`config.mk`:
```
export PLATFORM = sky130hd
export DESIGN_NAME = sertx_framer
export DESIGN_NICKNAME = d
export VERILOG_FILES = /design/src/rtl/sertx_pkg.sv /design/src/rtl/sertx_hold.sv /design/src/rtl/sertx_frame_build.sv /design/src/rtl/sertx_shift.sv /design/src/rtl/sertx_framer.sv
export SDC_FILE = /design/constraint.sdc
export NUM_CORES = 1
export LEC_CHECK = 0
export ABC_AREA = 1
export CORE_MARGIN = 1
export CORE_UTILIZATION = 50
export CTS_CLUSTER_SIZE = 25
export DETAILED_ROUTE_END_ITERATION = 12
export PLACE_DENSITY_LB_ADDON = 0.3
export SLEW_MARGIN = 10
export SYNTH_ARGS = -nofsm -noshare
export SYNTH_HDL_FRONTEND = slang
export SYNTH_SLANG_ARGS = --single-unit
```
`constraint.sdc`:
```
create_clock -name clk -period 3.4 [get_ports clk]
set_clock_uncertainty 0.1 [all_clocks]
set_input_delay 0.51 -clock clk [delete_from_list [all_inputs] [get_ports clk]]
set_output_delay 0.51 -clock clk [all_outputs]
set_load 0.03 [all_outputs]
```
`src/rtl/sertx_pkg.sv`:
```
package sertx_pkg;
  localparam int unsigned DW      = 8;
  localparam int unsigned FRAME_W = DW + 4;
  localparam int unsigned CNT_W   = $clog2(FRAME_W + 1);

  // Layout follows the format word bit order 5..0
  typedef struct packed {
    logic       async_en;
    logic [1:0] stop_sel;
    logic       par_en;
    logic       par_even;
    logic       wide;
  } fmt_t;
endpackage

```
`src/rtl/sertx_hold.sv`:
```
module sertx_hold
  import sertx_pkg::*;
(
  input  logic          clk,
  input  logic          rst_n,
  input  logic          wr_valid,
  input  logic [DW-1:0] wr_data,
  input  fmt_t          wr_fmt,
  input  logic          take,
  output logic          full,
  output logic [DW-1:0] hold_data,
  output fmt_t          hold_fmt
);
  logic accept;
  assign accept = wr_valid && !full;

  always_ff @(posedge clk or negedge rst_n) begin
    if (!rst_n) begin
      full      <= 1'b0;
      hold_data <= '0;
      hold_fmt  <= '0;
    end else if (accept) begin
      full      <= 1'b1;
      hold_data <= wr_data;
      hold_fmt  <= wr_fmt;
    end else if (take) begin
      full <= 1'b0;
    end
  end
endmodule

```
`src/rtl/sertx_frame_build.sv`:
```
module sertx_frame_build
  import sertx_pkg::*;
(
  input  logic [DW-1:0]      data,
  input  fmt_t               fmt,
  output logic [FRAME_W-1:0] frame,
  output logic [CNT_W-1:0]   len
);
  logic [CNT_W-1:0] nd;
  logic [CNT_W-1:0] pos;
  logic [CNT_W-1:0] stops;
  logic [DW-1:0]    mask;
  logic             par;

  always_comb begin
    nd    = fmt.wide ? CNT_W'(DW) : CNT_W'(DW - 1);
    mask  = fmt.wide ? '1 : ({DW{1'b1}} >> 1);
    par   = ^(data & mask);
    stops = fmt.stop_sel[1] ? CNT_W'(2) : (fmt.stop_sel[0] ? CNT_W'(1) : CNT_W'(0));
    frame = '1;
    pos   = '0;
    if (!fmt.async_en) begin
      frame[DW-1:0] = data;
      len           = CNT_W'(DW);
    end else begin
      frame[0] = 1'b0;
      for (int i = 0; i < DW; i++) begin
        if (CNT_W'(i) < nd) frame[i + 1] = data[i];
      end
      pos = nd + CNT_W'(1);
      if (fmt.par_en) begin
        frame[pos] = fmt.par_even ? par : ~par;
        pos        = pos + CNT_W'(1);
      end
      len = pos + stops;
    end
  end
endmodule

```
`src/rtl/sertx_shift.sv`:
```
module sertx_shift
  import sertx_pkg::*;
(
  input  logic               clk,
  input  logic               rst_n,
  input  logic               tx_en,
  input  logic               bit_en,
  input  logic               hold_full,
  input  logic [FRAME_W-1:0] frame,
  input  logic [CNT_W-1:0]   len,
  output logic               take,
  output logic               starve,
  output logic               ser
);
  logic [FRAME_W-1:0] shreg;
  logic [CNT_W-1:0]   left;
  logic               step;
  logic               boundary;

  assign step     = tx_en && bit_en;
  assign boundary = (left == '0);
  assign take     = step && boundary && hold_full;
  assign starve   = step && boundary && !hold_full;

  always_ff @(posedge clk or negedge rst_n) begin
    if (!rst_n) begin
      ser   <= 1'b1;
      shreg <= '1;
      left  <= '0;
    end else if (!tx_en) begin
      ser <= 1'b1;
    end else if (step) begin
      if (!boundary) begin
        ser   <= shreg[0];
        shreg <= {1'b1, shreg[FRAME_W-1:1]};
        left  <= left - CNT_W'(1);
      end else if (hold_full) begin
        ser   <= frame[0];
        shreg <= {1'b1, frame[FRAME_W-1:1]};
        left  <= len - CNT_W'(1);
      end else begin
        ser <= 1'b1;
      end
    end
  end
endmodule

```
`src/rtl/sertx_framer.sv`:
```
module sertx_framer
  import sertx_pkg::*;
(
  input  logic          clk,
  input  logic          rst_n,
  input  logic          tx_en_i,
  input  logic          bit_en_i,
  input  logic          wr_valid_i,
  input  logic [DW-1:0] wr_data_i,
  input  logic [5:0]    wr_mode_i,
  output logic          wr_ready_o,
  output logic          underflow_o,
  output logic          ser_o
);
  logic               full;
  logic               take;
  logic               starve;
  logic [DW-1:0]      hold_data;
  fmt_t               hold_fmt;
  logic [FRAME_W-1:0] frame;
  logic [CNT_W-1:0]   len;
  logic               accept;

  assign wr_ready_o = !full;
  assign accept     = wr_valid_i && !full;

  sertx_hold u_hold (
    .clk(clk), .rst_n(rst_n), .wr_valid(wr_valid_i), .wr_data(wr_data_i),
    .wr_fmt(fmt_t'(wr_mode_i)), .take(take), .full(full),
    .hold_data(hold_data), .hold_fmt(hold_fmt)
  );

  sertx_frame_build u_build (
    .data(hold_data), .fmt(hold_fmt), .frame(frame), .len(len)
  );

  sertx_shift u_shift (
    .clk(clk), .rst_n(rst_n), .tx_en(tx_en_i), .bit_en(bit_en_i),
    .hold_full(full), .frame(frame), .len(len),
    .take(take), .starve(starve), .ser(ser_o)
  );

  always_ff @(posedge clk or negedge rst_n) begin
    if (!rst_n)      underflow_o <= 1'b0;
    else if (accept) underflow_o <= 1'b0;
    else if (starve) underflow_o <= 1'b1;
  end
endmodule

```
==> results of run 1 <==
==> cells by family after synthesis <==
family,synth area share (%)
and+or+nand+nor,24.4
AOI/OAI and AO/OA,16.8
buffers and inverters,10.2
DFF,44.3
adders and majority gates,3.34
xor gates and xnor gates,1.02
==> sequential cells by signal, summed over array words and instances, names as in the netlist <==
signal / flops
u_shift.shreg: 9
u_hold.hold_fmt: 6
u_hold.hold_data: 8
u_shift.left: 4
underflow_o: 1
u_shift.ser: 1
u_hold.full: 1
==> placed cells by master (no fill, tap or decap), types with 2 or more instances in the layout <==
cell type,instances
a21oi_1,2
a31oi_2,2
clkbuf_4,5
clkdlybuf4s50_1,21
clkinv_2,2
dfrtp_1,20
dfstp_2,10
ha_1,3
inv_1,21
inv_2,8
inv_6,2
nand2_1,66
nand2_4,2
nand3_1,5
nor2_1,14
nor2_2,5
o211ai_1,7
o21ai_0,20
o21ai_2,7
xnor2_1,2
==> metrics by stage <==
step                setup WS [ns]  instance area (um2)
global placement             1.23                 1950
floorplan                    1.28                 1720
finish                       1.12                 2000
global route                 1.00                 2000
detailed placement           1.16                 1950
CTS                          1.11                 2000
==> cell type report <==
type | count | area, um2
inverters | 32 | 130
multi-input cells | 145 | 785
flip-flops and latches | 30 | 763
repair buffers | 22 | 218
clock inverters | 2 | 10.0
well taps | 44 | 55.1
clock buffers | 6 | 41.3
fillers | 294 | 1150
==> metal layers <==
metal	up-vias	track usage [%]
met1	618	28.2
li1	726	-
met5	-	0
met3	6	5.76
met4	0	7.79
met2	20	28.9
==> worst paths after layout <==
| kind | to | depth (start not counted) | startpoint | slack [ns] |
|---|---|---|---|---|
| max in group asynchronous | u_shift.shreg[8] | 2 | rst_n | 1.81 |
| worst max-delay path | wr_ready_o | 2 | u_hold.full | 1.12 |
| worst min register to register | u_shift.shreg[7] | 2 | u_shift.shreg[7] | 0.38 |
| worst max register to register | u_shift.left[2] | 10 | u_hold.hold_fmt[0] | 1.15 |
| min in group asynchronous | underflow_o | 1 | rst_n | 0.61 |
| worst min-delay path | u_shift.shreg[7] | 2 | u_shift.shreg[7] | 0.38 |
==> critical path: stages (launching register included) <==
cell and delay (ns):
dfrtp_1 0.40, inv_1 0.22, clkdlybuf4s50_1 0.72
==> cell usage after synthesis, types with 3 or more instances <==
master,number,area (um2)
nor2_1,14,52.6
o211ai_1,7,52.6
o21ai_2,7,61.3
o21ai_0,20,100
ha_1,3,37.5
nand2_1,66,248
dfrtp_1,20,500
inv_2,8,30.0
nor2_2,5,31.3
dfstp_2,10,263
inv_1,21,78.8
nand3_1,5,25.0
==> where the power goes <==
part / internal, W / switching, W / leakage [nW]
Sequential: 0.000543 / 0.000145 / 0.351
Clock: 0.0000786 / 0.000120 / 0.0320
Combinational: 0.000319 / 0.000494 / 0.536
==> impl_metrics.py, run 1 <==
metrics = {
    "status": {
        "outcome": "finished clean",
    },
    "final_layout": {
        "finalNetCount": 259,
        "instances_no_fill": 281,
        "drive_above_1_share_pct": 20.3,
        "syn2layout_area_growth_pct": 16.2,
        "fin_util_pct": 63.5,
        "n_antenna_cell": 0,
    },
    "place": {
        "portBuffers": 21,
        "dp_hpwl_um": 2260,
        "gp_congestion": 0.749,
        "dp.cells": 273,
    },
    "detailed_routing": {
        "drcViolationCount": 0,
        "wl_met3_um": 107,
        "dr.pass1.iters": 5,
        "wl_met2_um": 1290,
        "vias": 1370,
        "m1WireLength_um": 1550,
        "dr.first_iter.drc_count": 47,
        "top_layer": "met4",
        "wl_per_cell_um": 10.7,
        "viasPerCell": 4.88,
        "drt-total-wl_um": 3010,
        "drtAntennaViolNets": 0,
    },
    "yosys": {
        "postSynthRegisterBits": 30,
        "syn-num-nets": 236,
        "seq_area_frac_synth_pct": 44.3,
        "synth.cell_area_um2": 1720,
        "ys.flop_type": "dfrtp_1",
        "synthArstFlopShare_pct": 100,
        "synth_cells": 213,
        "synth_warnings": 0,
        "synth_cell_types": 33,
        "avgSynthCellArea_um2": 8.09,
        "synth_edf_count": 0,
    },
    "setup_path": {
        "arrival_ns": 1.67,
        "worstPathRequired_ns": 2.79,
        "path_class": "register to output pin",
        "cp-end-kind": "output pin",
        "critPathMaxFanout": 6,
        "start_kind": "register",
    },
    "clocking": {
        "insertion_delay_ns": 0.33,
        "cts_max_level": 2,
        "cts_setup_buffers": 0,
        "cts_sinks": 30,
        "cts_tree": "yes",
        "ctsHoldBuffers": 0,
        "clockBufferDepth": 2,
        "cts_made_buffers": 5,
        "cts_root_buffer": "clkbuf_4",
        "clk_pin_slew_worst_paths_ns": 0.09,
        "cts_resized": 0,
    },
    "die": {
        "die_y_um": 60.7,
        "die_x_um": 60.7,
        "core_um2": 3150,
        "dieArea_um2": 3680,
        "io-pin-count": 22,
        "rows": 20,
        "start_util_pct": 54.6,
    },
    "power": {
        "report.power.total_w": 0.00170,
        "power_density_nw_per_um2": 849,
        "max-vdd-ir-drop_uv": 457,
        "p_leak_nw": 0.919,
    },
    "sta": {
        "whs_ns": 0.378,
        "setup_tns_ns": 0,
        "fmax_ghz": 0.439,
        "worstMarginPinSlew_ns": 0.965,
        "hold_violations": 0,
        "slew-limit-headroom_pct": 35.4,
        "rsz0062_at_grt": "false",
        "min_period_ns": 2.28,
        "finalMaxSlewViolations": 0,
        "fin_crit_sh_pct": 67.0,
        "finalSetupViolCount": 0,
    },
    "global_routing": {
        "grt.overflow.total": 0,
        "grt_first_pass_wirelength_um": 5260,
        "grt_pass1_vias": 1179,
        "grtUsageTotal_pct": 19.9,
        "antenna_found_initial": 0,
        "grt_max_degree": 29,
    },
    "job": {
        "drv_cap": 0,
    },
    "worst_hold_path": {
        "hold_path.class": "register to register",
    },
}
Note: power is estimated with default switching activity, not from simulation.
==> run 2: changes to the inputs <==
==> constraint.sdc (replaced) <==
create_clock -name clk -period 2.1 [get_ports clk]
set_clock_uncertainty 0.1 [all_clocks]
set_input_delay 0.315 -clock clk [delete_from_list [all_inputs] [get_ports clk]]
set_output_delay 0.315 -clock clk [all_outputs]
set_load 0.03 [all_outputs]
==> impl_metrics.py, run 2 (same netlist as run 1, synthesis figures left out) <==
metrics = {
    "detailed_routing": {
        "drtAntennaViolNets": 0,
        "viasPerCell": 4.95,
        "dr.first_iter.drc_count": 49,
        "vias": 1417,
        "drt-total-wl_um": 3090,
        "wl_per_cell_um": 10.8,
        "dr.pass1.iters": 4,
        "drcViolationCount": 0,
    },
    "final_layout": {
        "n_antenna_cell": 0,
        "largest_reg_flops": 9,
        "fin_area_um2": 2080,
        "final_common_cell": "nand2_1",
        "fin_util_pct": 66.0,
        "num-fill-cells": 293,
        "regMostFlops": "u_shift.shreg",
        "final_cell_mix": "nand2_1 (66), inv_1 (20), clkdlybuf4s50_1 (20), dfrtp_1 (20), o21ai_0 (19)",
        "multi_input_area_um2": 813,
        "finalNetCount": 264,
        "drive_above_1_share_pct": 24.4,
        "syn2layout_area_growth_pct": 20.7,
        "reg_top3": "u_shift.shreg: 9 flops, u_hold.hold_data: 8 flops, u_hold.hold_fmt: 6 flops",
        "regArea_um2": 763,
    },
    "clocking": {
        "clk_pin_slew_worst_paths_ns": 0.09,
        "cts_made_buffers": 5,
        "cts_sinks": 30,
        "clockBufferDepth": 2,
        "insertion_delay_ns": 0.33,
        "cts_root_buffer": "clkbuf_4",
        "cts_tree": "yes",
        "cts_max_level": 2,
    },
    "setup_path": {
        "critPathSlowestCell": "dfrtp_1",
        "path_class": "register to register",
        "arrival_ns": 2.24,
        "cp-end-kind": "register",
        "start_kind": "register",
        "slowest_delay_ns": 0.40,
        "worstPathRequired_ns": 2.23,
        "cp_top_family": "adder cells",
        "path_buf_inv": 1,
        "cp_common_cell": "nand2_1",
        "critPathMaxFanout": 2,
        "crit_chain": "ha_1, ha_2, inv_2, fa_1, nor2_1, nor2_2, ha_4, xnor2_2, nand2_1, nand2_1",
    },
    "global_routing": {
        "grtUsageTotal_pct": 21.4,
        "grt.overflow.total": 0,
        "grt_max_degree": 31,
        "grt_pass1_vias": 1333,
        "antenna_found_initial": 0,
        "grt_first_pass_wirelength_um": 5620,
    },
    "job": {
        "drv_cap": 0,
    },
    "die": {
        "die_x_um": 60.7,
        "core_um2": 3150,
        "die_y_um": 60.7,
        "io-pin-count": 22,
        "dieArea_um2": 3680,
        "start_util_pct": 54.6,
        "rows": 20,
    },
    "worst_hold_path": {
        "hold_path.class": "primary input to async pin",
    },
    "power": {
        "report.power.total_w": 0.00293,
        "max-vdd-ir-drop_uv": 686,
        "p_leak_nw": 0.967,
        "power_density_nw_per_um2": 1410,
    },
    "sta": {
        "min_period_ns": 2.12,
        "hold_violations": 0,
        "whs_ns": 0.262,
        "slew-limit-headroom_pct": 75.0,
        "fmax_ghz": 0.472,
        "finalMaxSlewViolations": 0,
        "finalWorstSetupSlack_ns": -0.0173,
        "finalSetupViolCount": 1,
        "fin_crit_sh_pct": 101,
        "rsz0062_at_grt": "true",
        "worstMarginPinSlew_ns": 0.375,
    },
    "place": {
        "gp_congestion": 0.773,
        "portBuffers": 21,
        "dp_hpwl_um": 2260,
        "post_dp_cell_area_um2": 1980,
    },
    "status": {
        "outcome": "complete, but fails checks",
        "failed_checks": "negative setup slack",
    },
}
## run 2: cell count changes in the layout (fill, tap and decap cells not counted), sizes merged
cell | before | now
buf | 1 | 6
clkbuf | 6 | 7
clkdlybuf4s50 | 21 | 20
clkinv | 3 | 2
dlymetal6s2s | 0 | 1
## run 2: power breakdown
part / internal [W] / switching, W
combinational: 0.000614 / 0.000900
sequential: 0.000879 / 0.000187
clock: 0.000162 / 0.000191
total: 0.00165 / 0.00128
## run 2: what timing repair did
action                                  CTS  global route
pin swaps                                 3             6
hold endpoints to repair                  0             0
buffers inserted                          1             0
hold buffers                              0             0
resized for setup                         2             7
endpoints found under the setup margin    1             3
## run 2: layout make-up
cell class / count / area share, %
clock inverter: 1 / 0.241
tap: 44 / 2.65
timing repair buffer: 27 / 12.4
clock buffer: 7 / 2.65
sequential: 30 / 36.7
multi-input combinational: 145 / 39.1
inverter: 32 / 6.26
## run 2: through the flow
| step | std cells | setup TNS (ns) | worst slack, ns |
|---|---|---|---|
| final | 286 | -0.0173 | -0.0173 |
| after floorplan | 213 | 0 | 0.0133 |
| after global routing | 286 | -0.211 | -0.143 |
| after CTS | 286 | -0.0130 | -0.0130 |
| after global placement | 277 | 0 | 0.0291 |
| after detailed placement | 277 | -0.00438 | -0.00438 |
## run 2: path summary, 6_finish.rpt
kind                                     from             endpoint  slack (ns)  cells past startpoint
max                        u_hold.hold_fmt[0]      u_shift.left[2]       -0.02                     10
min                                     rst_n  u_hold.hold_data[3]        0.26                      2
max reg2reg                u_hold.hold_fmt[0]      u_shift.left[2]       -0.02                     10
min reg2reg                  u_shift.shreg[7]     u_shift.shreg[7]        0.38                      2
max in group asynchronous               rst_n          u_shift.ser        1.32                      2
min in group clk             u_shift.shreg[7]     u_shift.shreg[7]        0.38                      2
## run 2: routing by layer
layer  wire length [um]  vias up  GRT usage (%)
li1                   -      739              -
met1               1520      644           28.4
met2               1400       29           31.9
met3                121        5           6.61
met4                 54        0           10.4
met5                  0        -              0
## run 2: worst register-to-register path: cells and delay by family (launching register included)
kind                       cells  cell delay (ns)
adders and majority gates      4             1.05
DFF                            1             0.40
and+or+nand+nor                4             0.30
xor gates and xnor gates       1             0.12
buffers and inverters          1             0.05
==> run 3: changes to the inputs <==
--- a/config.mk
+++ b/config.mk
@@ -6,8 +6,9 @@
 export NUM_CORES = 1
 export LEC_CHECK = 0
 export ABC_AREA = 1
+export CAP_MARGIN = 40
 export CORE_MARGIN = 1
-export CORE_UTILIZATION = 50
+export CORE_UTILIZATION = 40
 export CTS_CLUSTER_SIZE = 25
 export DETAILED_ROUTE_END_ITERATION = 12
 export PLACE_DENSITY_LB_ADDON = 0.3
==> impl_metrics.py, run 3 (same netlist as run 1, synthesis figures left out) <==
metrics = {
    "status": {
        "outcome": "finished clean",
    },
    "power": {
        "p_leak_nw": 0.956,
        "power_density_nw_per_um2": 1430,
        "power.switching_w": 0.00127,
        "comb_power_share_pct": 48.4,
        "p_clk_share_pct": 15.9,
        "p_int_w": 0.00172,
        "switching_share_pct": 42.5,
        "p_seq_share_pct": 35.7,
        "max-vdd-ir-drop_uv": 808,
    },
    "sta": {
        "fin_crit_sh_pct": 98.8,
        "setup_tns_ns": 0,
        "fmax_ghz": 0.482,
        "worstMarginPinSlew_ns": 0.383,
        "finalWorstSetupSlack_ns": 0.0245,
        "slew-limit-headroom_pct": 74.5,
        "min_period_ns": 2.08,
        "hold_violations": 0,
        "finalMaxSlewViolations": 0,
        "rsz0062_at_grt": "true",
        "finalSetupViolCount": 0,
    },
    "setup_path": {
        "critPathSlowestCell": "fa_1",
        "r2r-start": "u_hold.hold_fmt[0]",
        "start_kind": "register",
        "critPathMaxFanout": 2,
        "arrival_ns": 2.19,
        "path_class": "register to register",
        "slowest_delay_ns": 0.50,
        "path_buf_inv": 1,
        "rr_worst_depth": 8,
        "cp-end-kind": "register",
        "r2r-end": "u_shift.left[1]",
        "worst-r2r-setup-slack_ns": 0.02,
        "crit_chain": "ha_1, ha_2, inv_2, fa_1, nor2_2, nor2_2, ha_2, o21ai_1",
        "cp_top_family": "adder cells",
        "worstPathRequired_ns": 2.21,
    },
    "global_routing": {
        "grt_max_degree": 31,
        "antenna_found_initial": 0,
        "grt.overflow.total": 0,
        "grt_pass1_vias": 1254,
        "grt_first_pass_wirelength_um": 5600,
        "grtUsageTotal_pct": 17.0,
    },
    "final_layout": {
        "reg_top3": "u_shift.shreg: 9 flops, u_hold.hold_data: 8 flops, u_hold.hold_fmt: 6 flops",
        "regMostFlops": "u_shift.shreg",
        "final_cell_mix": "nand2_1 (66), clkdlybuf4s50_1 (21), inv_1 (20), dfrtp_1 (20), o21ai_0 (19)",
        "fin_util_pct": 51.8,
        "final_common_cell": "nand2_1",
        "n_antenna_cell": 0,
        "fin_area_um2": 2100,
        "num-fill-cells": 370,
        "largest_reg_flops": 9,
        "finalNetCount": 263,
        "syn2layout_area_growth_pct": 22.0,
        "drive_above_1_share_pct": 23.7,
        "multi_input_area_um2": 795,
        "regArea_um2": 763,
    },
    "clocking": {
        "cts_tree": "yes",
        "clk_pin_slew_worst_paths_ns": 0.07,
        "cts_sinks": 30,
        "insertion_delay_ns": 0.28,
        "cts_made_buffers": 5,
        "cts_max_level": 2,
        "clockBufferDepth": 2,
        "cts_root_buffer": "clkbuf_8",
    },
    "place": {
        "dp_hpwl_um": 2330,
        "portBuffers": 21,
        "gp_congestion": 0.777,
        "dp_slack_ns": -0.00875,
        "post_dp_cell_area_um2": 2000,
    },
    "die": {
        "die_y_um": 67.6,
        "io-pin-count": 22,
        "core_um2": 4060,
        "dieArea_um2": 4570,
        "start_util_pct": 42.5,
        "rows": 23,
        "die_x_um": 67.6,
    },
    "detailed_routing": {
        "wl_met2_um": 1440,
        "m1WireLength_um": 1580,
        "dr.pass1.iters": 4,
        "top_layer": "met4",
        "viasPerCell": 4.72,
        "vias": 1374,
        "drtAntennaViolNets": 0,
        "wl_per_cell_um": 11.0,
        "drt-total-wl_um": 3200,
        "dr.first_iter.drc_count": 58,
        "drcViolationCount": 0,
        "wl_met3_um": 119,
    },
    "worst_hold_path": {
        "hold_path.class": "primary input to async pin",
    },
    "job": {
        "drv_cap": 0,
    },
}
-- run 3: final cells by class --
cell class                      count  share of cell area (%)
Clock inverter                      1                   0.238
Inverter                           32                    6.19
Timing Repair Buffer               26                    12.4
Sequential cell                    30                    36.3
Multi-Input combinational cell    145                    37.8
Tap cell                           50                    2.98
Clock buffer                        7                    4.11
-- run 3: worst max path at each step --
stage	start	end	slack [ns]	depth (start not counted)
after floorplan	u_hold.hold_fmt[0]	u_shift.left[2]	0.01	10
after global placement	u_hold.hold_fmt[2]	u_shift.left[2]	0.03	10
after detailed placement	u_hold.hold_fmt[2]	u_shift.left[1]	-0.009	8
after CTS	u_hold.hold_fmt[2]	u_shift.left[2]	0.0008	10
after global routing	u_hold.hold_fmt[2]	u_shift.left[2]	-0.08	10
final	u_hold.hold_fmt[0]	u_shift.left[1]	0.02	8
-- run 3: worst register-to-register path, stage by stage, from the launching register on --
cell	delay [ns]
dfrtp_1	0.38
ha_1	0.28
ha_2	0.16
inv_2	0.03
fa_1	0.51
nor2_2	0.05
nor2_2	0.10
ha_2	0.27
o21ai_1	0.13
-- run 3: power groups by stage --
| stage | Clock [W] | Combinational (W) | Sequential (W) |
|---|---|---|---|
| after floorplan | 0 | 0.00109 | 0.00107 |
| after global placement | 0 | 0.00141 | 0.00107 |
| after detailed placement | 0 | 0.00143 | 0.00108 |
| after CTS | 0.000489 | 0.00145 | 0.00107 |
| after global routing | 0.000517 | 0.00167 | 0.00110 |
| final | 0.000476 | 0.00145 | 0.00107 |
-- run 3: metal layers --
layer,vias to the layer above,track usage [%]
li1,729,-
met1,614,23.0
met2,23,24.1
met3,8,4.22
met4,0,10.1
met5,-,0
-- run 3: timing repair --
item | in CTS | in global routing
resized for setup | 1 | 5
buffers inserted | 0 | 0
pin swaps | 0 | 6
hold buffers | 0 | 0
endpoints found under the setup margin | 1 | 2
-- run 3: through the flow --
step | instances | hold WS, ns | power [W]
finish | 291 | 0.321 | 0.00300
global route | 291 | 0.364 | 0.00329
CTS | 291 | 0.335 | 0.00300
detailed placement | 283 | 0.369 | 0.00251
global placement | 283 | 0.355 | 0.00248
floorplan | 213 | -0.0806 | 0.00216
